[src/rtl/turnaround_pkg.sv]
`timescale 1ns/1ps
// Package: shared widths, field positions and the decoded-gap record for the
// turnaround guard. Assumes every gap fits in GAP_W bits.
package turnaround_pkg;
    localparam int GAP_W      = 4;
    localparam int CFG_W      = 32;
    localparam int W2W_LSB    = 0;
    localparam int R2R_LSB    = 4;
    localparam int W2R_LSB    = 8;
    localparam int R2W_LSB    = 12;
    localparam int W2RX_LSB   = 16;
    localparam int W2RX_W     = 3;

    typedef logic [GAP_W-1:0] gap_t;

    typedef struct packed {
        gap_t wr_wr;       // write then write, any rank
        gap_t rd_rd_xr;    // read then read, other rank
        gap_t wr_rd_sr;    // write then read, same rank
        gap_t rd_wr;       // read then write, any rank
        gap_t wr_rd_xr;    // write then read, other rank
    } gaps_t;

    typedef enum logic {CMD_RD = 1'b0, CMD_WR = 1'b1} cmd_e;
endpackage

[src/rtl/ta_cfg_decode.sv]
`timescale 1ns/1ps
// Module: splits the packed configuration word into the five gap fields.
// Assumes the reserved upper bits carry no meaning; they are dropped here.
module ta_cfg_decode
    import turnaround_pkg::*;
(
    input  logic [CFG_W-1:0] cfg_word_i,
    output gaps_t            gaps_o
);
    // Field extraction; the narrow cross-rank field is zero-extended.
    always_comb begin
        gaps_o.wr_wr    = cfg_word_i[W2W_LSB +: GAP_W];
        gaps_o.rd_rd_xr = cfg_word_i[R2R_LSB +: GAP_W];
        gaps_o.wr_rd_sr = cfg_word_i[W2R_LSB +: GAP_W];
        gaps_o.rd_wr    = cfg_word_i[R2W_LSB +: GAP_W];
        gaps_o.wr_rd_xr = {{(GAP_W-W2RX_W){1'b0}}, cfg_word_i[W2RX_LSB +: W2RX_W]};
    end
endmodule

[src/rtl/ta_cmd_tracker.sv]
`timescale 1ns/1ps
// Module: remembers the rank of the last command of one type and counts the
// cycles since it, saturating at the largest count. Assumes record_i is
// high for exactly the edges on which such a command is issued.
module ta_cmd_tracker #(
    parameter int RANK_W = 2,
    parameter int CNT_W  = 4
) (
    input  logic              clk,
    input  logic              rst_n,
    input  logic              record_i,
    input  logic [RANK_W-1:0] rank_i,
    output logic              valid_o,
    output logic [RANK_W-1:0] rank_o,
    output logic [CNT_W-1:0]  elapsed_o
);
    localparam logic [CNT_W-1:0] CNT_MAX = {CNT_W{1'b1}};
    localparam logic [CNT_W-1:0] CNT_ONE = {{(CNT_W-1){1'b0}}, 1'b1};

    // Valid flag and rank of the most recent command of this type.
    always_ff @(posedge clk) begin
        if (!rst_n) begin
            valid_o <= 1'b0;
            rank_o  <= '0;
        end else if (record_i) begin
            valid_o <= 1'b1;
            rank_o  <= rank_i;
        end
    end

    // Elapsed cycles: 1 in the cycle after issue, then counts up to saturation.
    always_ff @(posedge clk) begin
        if (!rst_n) begin
            elapsed_o <= '0;
        end else if (record_i) begin
            elapsed_o <= CNT_ONE;
        end else if (valid_o && (elapsed_o != CNT_MAX)) begin
            elapsed_o <= elapsed_o + CNT_ONE;
        end
    end
endmodule

[src/rtl/ta_rule_check.sv]
`timescale 1ns/1ps
// Module: combinational grant decision from the two trackers, the decoded
// gaps and the candidate. Assumes the elapsed counts saturate at or above
// any gap value, so a plain compare is enough.
module ta_rule_check
    import turnaround_pkg::*;
#(
    parameter int RANK_W = 2
) (
    input  gaps_t             gaps_i,
    input  logic              cand_is_wr_i,
    input  logic [RANK_W-1:0] cand_rank_i,
    input  logic              rd_valid_i,
    input  logic [RANK_W-1:0] rd_rank_i,
    input  gap_t              rd_elapsed_i,
    input  logic              wr_valid_i,
    input  logic [RANK_W-1:0] wr_rank_i,
    input  gap_t              wr_elapsed_i,
    output logic              grant_o
);
    logic rd_ok;
    logic wr_ok;
    gap_t wr_need;

    // Gap against the last write: depends on type and, for reads, on rank.
    always_comb begin
        if (cand_is_wr_i)                  wr_need = gaps_i.wr_wr;
        else if (wr_rank_i == cand_rank_i) wr_need = gaps_i.wr_rd_sr;
        else                               wr_need = gaps_i.wr_rd_xr;
        wr_ok = !wr_valid_i || (wr_elapsed_i >= wr_need);
    end

    // Gap against the last read: writes always wait, reads only across ranks.
    always_comb begin
        if (!rd_valid_i)                   rd_ok = 1'b1;
        else if (cand_is_wr_i)             rd_ok = (rd_elapsed_i >= gaps_i.rd_wr);
        else if (rd_rank_i == cand_rank_i) rd_ok = 1'b1;
        else                               rd_ok = (rd_elapsed_i >= gaps_i.rd_rd_xr);
    end

    // Final grant needs both history constraints met.
    always_comb grant_o = rd_ok && wr_ok;
endmodule

[src/rtl/cmd_turnaround_guard.sv]
`timescale 1ns/1ps
// Module: top of the turnaround guard for one DIMM. Tracks the last read and
// last write and grants the candidate when every applicable gap is met.
// Assumes one command at most per cycle and a configuration word held
// stable by software while traffic runs.
module cmd_turnaround_guard
    import turnaround_pkg::*;
#(
    parameter int NUM_RANKS = 4,
    localparam int RANK_W   = (NUM_RANKS > 1) ? $clog2(NUM_RANKS) : 1
) (
    input  logic              clk,
    input  logic              rst_n,
    input  logic [31:0]       cfg_word_i,
    input  logic              cand_is_wr_i,
    input  logic [RANK_W-1:0] cand_rank_i,
    input  logic              issue_i,
    output logic              grant_o
);
    localparam int NUM_TYPES = 2;

    gaps_t             gaps;
    logic              trk_valid   [NUM_TYPES];
    logic [RANK_W-1:0] trk_rank    [NUM_TYPES];
    gap_t              trk_elapsed [NUM_TYPES];

    ta_cfg_decode u_decode (
        .cfg_word_i (cfg_word_i),
        .gaps_o     (gaps)
    );

    // One tracker per command type; index 0 reads, index 1 writes.
    for (genvar k = 0; k < NUM_TYPES; k++) begin : g_trk
        logic rec;
        always_comb rec = issue_i && (cand_is_wr_i == ((k == int'(CMD_WR)) ? 1'b1 : 1'b0));
        ta_cmd_tracker #(
            .RANK_W (RANK_W),
            .CNT_W  (GAP_W)
        ) u_trk (
            .clk       (clk),
            .rst_n     (rst_n),
            .record_i  (rec),
            .rank_i    (cand_rank_i),
            .valid_o   (trk_valid[k]),
            .rank_o    (trk_rank[k]),
            .elapsed_o (trk_elapsed[k])
        );
    end

    ta_rule_check #(.RANK_W(RANK_W)) u_rules (
        .gaps_i       (gaps),
        .cand_is_wr_i (cand_is_wr_i),
        .cand_rank_i  (cand_rank_i),
        .rd_valid_i   (trk_valid[int'(CMD_RD)]),
        .rd_rank_i    (trk_rank[int'(CMD_RD)]),
        .rd_elapsed_i (trk_elapsed[int'(CMD_RD)]),
        .wr_valid_i   (trk_valid[int'(CMD_WR)]),
        .wr_rank_i    (trk_rank[int'(CMD_WR)]),
        .wr_elapsed_i (trk_elapsed[int'(CMD_WR)]),
        .grant_o      (grant_o)
    );
endmodule

[config.mk]
export PLATFORM = sky130hd
export DESIGN_NAME = cmd_turnaround_guard
export DESIGN_NICKNAME = d
export VERILOG_FILES = /design/src/rtl/turnaround_pkg.sv /design/src/rtl/ta_cfg_decode.sv /design/src/rtl/ta_cmd_tracker.sv /design/src/rtl/ta_rule_check.sv /design/src/rtl/cmd_turnaround_guard.sv
export SDC_FILE = /design/constraint.sdc
export NUM_CORES = 1
export LEC_CHECK = 0
export CORE_ASPECT_RATIO = 0.7
export CORE_MARGIN = 3
export CORE_UTILIZATION = 50
export CTS_BUF_LIST = sky130_fd_sc_hd__clkbuf_8
export CTS_CLUSTER_DIAMETER = 30
export DETAILED_ROUTE_END_ITERATION = 12
export PLACE_DENSITY = 0.89
export RECOVER_POWER = 50
export SLEW_MARGIN = 20
export SYNTH_ARGS = -nofsm -noshare
export SYNTH_HDL_FRONTEND = slang
export SYNTH_HIERARCHICAL = 1
export SYNTH_SLANG_ARGS = --single-unit
[constraint.sdc]
create_clock -name clk -period 3.1 [get_ports clk]
set_input_delay 0.465 -clock clk [delete_from_list [all_inputs] [get_ports clk]]
set_output_delay 0.465 -clock clk [all_outputs]
set_load 0.005 [all_outputs]
Yosys cells after proc, flatten, opt, wreduce, memory -nomap -nowiden:

Index checks and enable logic that the tools add are counted.

* bits in registers: 14
* bits of input ports: 38
* output and inout bits: 1
* word-level logic and storage cells: 39

* $add $sub $neg: 2
* order comparisons: 3
* eq/ne operators: 4
* multiplexer cells: 9
* bitwise gates (word level): 2
* reduce and logical (&&, ||, !) cells: 11

Operators by type and width (number)
* greater-or-equal comparator 4 bit: 3
* adder 4 x 1 -> 4 bit (second input constant): 2
* 2-to-1 mux 4 bit: 2
* != test 4 bit (second input constant): 2
* 2-to-1 mux 1 bit: 7
* logical AND 1 bit: 5
* == test 2 bit: 2
* nonzero test 2 bit: 2
* OR reduction 2 bit: 2
* NOT 1 bit: 2
* logical NOT 1 bit: 1
* logical OR 1 bit: 1

Depth between registers and ports, before layout:

* word-level depth: 6
* depth in mapped cells: 9
* depth with buffers taken out: 9

Hierarchy:

Netlist, hierarchy kept.

By module, submodules not included
* ta_cmd_tracker: instances 2, cells an instance 30, area each 294.0 um2, seq. area each 140.1 um2
* ta_rule_check: instances 1, cells an instance 54, area each 424.2 um2, seq. area each 0.0 um2
* ta_cfg_decode: instances 1, cells an instance 21, area each 153.9 um2, seq. area each 0.0 um2
* cmd_turnaround_guard: instances 1, cells an instance 2, area each 16.3 um2, seq. area each 0.0 um2

Worst setup path before layout:

No wires, ideal clock.

* kind: input to output
* from: input cand_rank_i[0]
* to: output grant_o
* arrival: 1775 ps
* required time: 2635 ps
* path slack: 860 ps
* cell stages on the path: 9
* path buffers: 0
* cell sequence: xnor2_1 > nand2_1 > mux2i_1 > o21ai_0 > ha_1 > nand2b_1 > a211oi_1 > o21ai_0 > o311a_1

* word-level cells in the longest chain between the ends: 6
* elaborated cells on any way between the ends: 10
* classes of those cells: 1 x order compare; 2 x eq/ne; 5 x mux; 2 x reduce/logical

Ends and longest elaborated chain
* start: declaration: RTL line cmd_turnaround_guard.sv:16 `input logic [RANK_W-1:0] cand_rank_i,`
* == test 2 bit: RTL line ta_rule_check.sv:28 `else if (wr_rank_i == cand_rank_i) wr_need = gaps_i.wr_rd_sr;`
* 2-to-1 mux 4 bit: RTL line ta_rule_check.sv:28
* 2-to-1 mux 4 bit: RTL line ta_rule_check.sv:27 `if (cand_is_wr_i) wr_need = gaps_i.wr_wr;`
* greater-or-equal comparator 4 bit: RTL line ta_rule_check.sv:30 `wr_ok = !wr_valid_i || (wr_elapsed_i >= wr_need);`
* logical OR 1 bit: RTL line ta_rule_check.sv:30
* logical AND 1 bit *: RTL line ta_rule_check.sv:42 `always_comb grant_o = rd_ok && wr_ok;`
* end: declaration: RTL line cmd_turnaround_guard.sv:18 `output logic grant_o`

Mark *: on every way between the ends. The rest lies on a longest branch, timed or not.

Final worst setup path:

* from: input cand_rank_i[1]
* to: output grant_o

The elaborated chain is that of the path after synthesis.

==> impl_metrics.csv <==
group,metric,value,unit
worst_setup_path,slowest_delay,0.29,ns
yosys,yosys_most_used_dff,"dfxtp_1",
yosys,syn_area,0.001182,sq mm
cells_and_area,multi_input_area,710.7,sq um
cells_and_area,fill_cells,184,
cells_and_area,mostFrequentLayoutCells,"clkdlybuf4s50_1, inv_1, dfxtp_1, ha_1, mux2i_1",
placement,gp_congestion,0.8386,
yosys,synth_top_family_by_area,"buffers and inverters",
cells_and_area,diodes,0,
worst_setup_path,crit_path_start_kind,"input port",
worst_setup_path,critical_path_required,2.63,ns
yosys,synth_seq_cells,14,
drt,wire_per_inst,13.25,um
drt,firstDrtPassIters,4,
yosys,synthArstFlopShare,0,%
sta,slew_violations,0,
flow_run,cap_violations,0,
sta,hold_ws,0.5384,ns
placement,io_buffers,25,
sta,finalClockSkew,0.002991,ns
clocking,clock_latency,0.24,ns
global_routing,antenna_found_initial,0,
worst_hold_path,holdCritPathClass,"flop to flop",
yosys,seq_area_frac_synth,23.70,%
global_routing,grt_pass1_wl,3857,um
sta,fin_crit_sh,94.47,%
worst_setup_path,startpoint,"cand_rank_i[1]",
worst_setup_path,cpMostUsedCell,"dlygate4sd2_1",
clocking,cts_max_path_buffers,2,
global_routing,grt_max_degree,11,
yosys,synthDistinctLibCells,31,
drt,drtIter0Drc,8,
global_routing,grt_use_total,17.05,%
worst_setup_path,path_delay_family,"buffers and inverters",
worst_setup_path,critPathKind,"input port to primary output",
worst_setup_path,worstPathMaxFanout,2,
yosys,synth_edf_count,0,
sta,finalSetupViolations,0,
drt,drtAntennaViolNets,0,
power,leakage,0.6056,nW
global_routing,grt_pass1_vias,918,
yosys,syn_inst,137,
worst_setup_path,cp_data_arrival_time,2.46,ns
power,ir_worst_vdd,0.3271,mV
clocking,cts_buffers,3,
floorplanning,core,0.002190,sq mm
global_routing,grt-ovfl-total,0,
worst_setup_path,r2r_cells,4,
yosys,synth_mux_area_share,10.26,%
power,powerDensity,326.0,mW/mm^2
drt,vias_per_cell,5.260,
clocking,root_buffer,"clkbuf_8",
cells_and_area,area_growth,18.84,%
sta,worst_slew_pin_slew,0.5044,ns
drt,drc,0,
placement,hpwl,1955,um
worst_hold_path,hold_start,"g_trk[0].u_trk/rank_o[1]",
worst_setup_path,path_cells,"dlygate4sd2_1 -> xnor2_2 -> and2_4 -> mux2_4 -> mux2i_1 -> ha_2 -> o21ai_0 -> o21ai_1 -> o311a_1 -> dlygate4sd2_1",
yosys,synth_area_per_cell,8.631,sq um
floorplanning,die_h,46.69,um
yosys,yosysWarnings,6,
floorplanning,io_pins,39,
worst_setup_path,path_buf_inv,2,
cells_and_area,regArea,280.3,sq um
sta,fmax,0.3415,GHz
clocking,path_clk_slew,0.05,ns
worst_setup_path,cp.depth,10,
placement,dp_slack,-0.2985,ns
drt,wirelength,2398,um
floorplanning,die_area,0.002993,sq mm
yosys,synthesis.nets,189,
sta,setup_slack,0.1713,ns
yosys,synth_simple_gate_area_share,16.40,%
worst_hold_path,min_path_cells,2,
drt,num_vias,952,
worst_setup_path,r2r_start,"g_trk[0].u_trk/elapsed_o[0]",
yosys,yosys.area_share.adder,14.81,%
clocking,h-tree-depth,1,
yosys,synth-xor-area-share,2.963,%
sta,grt_setup_unrepaired,"false",
clocking,clock-sinks,14,
worst_setup_path,reg2reg_setup_slack,1.79,ns
clocking,cts_tree,"built",
floorplanning,rows,14,
sta,post-route-min-period,2.929,ns
cells_and_area,layout_commonest_cell,"clkdlybuf4s50_1",
floorplanning,start_util,54.00,%
sta,hold_viol,0,
yosys,synth-compound-area-share,14.07,%
worst_setup_path,cp-end-kind,"primary output",
cells_and_area,drive_gt1_share,10.74,%
floorplanning,die_w,64.12,um
sta,slew_headroom,65.51,%
run_status,status,"complete, no violations",
worst_setup_path,cp_slowest_cell,"mux2_4",
cells_and_area,final_nets,203,
## synthesized netlist by cell type, drive strengths merged (3+ instances only)
library cell  number  share of area [%]
nand3              4                1.7
nand2b             4                2.1
nor2b              5                2.6
o21ai              9                3.8
dfxtp             14                 24
a21oi              5                2.1
buf               20                 13
mux2i              8                6.8
mux2               3                3.5
inv               14                4.4
nor3               6                2.5
a211oi             4                2.5
ha                14                 15
xnor2              4                3.0
nand2              3               0.95
## per-layer routing
| metal | up-vias | track usage, % | wire length (um) |
|---|---|---|---|
| met5 | - | 0 | 0 |
| met4 | 0 | 1.261 | 17 |
| met3 | 2 | 6.098 | 101 |
| met2 | 15 | 31.01 | 1196 |
| met1 | 452 | 20.55 | 1083 |
| li1 | 483 | - | - |
## where the power goes
part / internal [mW] / switching [mW] / leakage (nW) / total, mW
Clock: 0.0859 / 0.0600 / 0.0216 / 0.146
Sequential: 0.188 / 0.0101 / 0.114 / 0.198
Combinational: 0.0712 / 0.0431 / 0.470 / 0.114
## worst register-to-register path, stage by stage (launching register included)
cell	delay, ns
dfxtp_1	0.40
ha_1	0.26
and3_1	0.21
nor3_1	0.06
o31a_1	0.27
## flip-flops by register name, summed over array words and instances (netlist names)
signal / count
g_trk.u_trk/elapsed_o: 8
g_trk.u_trk/rank_o: 4
g_trk.u_trk/valid_o: 2
## worst paths after layout
| check | to |
|---|---|
| worst min-delay path | g_trk[0].u_trk/rank_o[1] |
| worst max-delay path | grant_o |
| worst min register to register | g_trk[0].u_trk/rank_o[1] |
| worst max register to register | g_trk[0].u_trk/elapsed_o[0] |
## per-stage QoR
stage	cells	util, %	total power [mW]	instance area [sq um]	TNS (ns)
floorplan	137	-	0.2756	1182	0
global placement	178	61.94	0.3064	1356	-0.2454
detailed placement	178	61.94	0.3143	1356	-0.2985
CTS	181	64.11	0.4617	1404	0
global route	181	64.17	0.4811	1405	0
finish	181	64.17	0.4580	1405	0
## kinds of logic after synthesis
logic type	Yosys count
buf+inv	35
simple gates	32
compound gates	26
fa+ha+maj	14
flops	14
mux	11
xor+xnor	4
other cells	1
## area by class of cell
cell class	count	area share, %
inverters	14	3.740
clock buffers	3	2.939
multi-input cells	88	50.58
repair buffers	30	19.95
well taps	32	2.850
flip-flops and latches	14	19.95
## what timing repair did
item | in CTS | in global routing
setup buffers | 0 | 0
hold buffers | 0 | 0
pin swaps | 5 | 0
gates resized for setup | 7 | 1
setup endpoints to repair | 1 | 1
(Power assumes the default switching activity.)
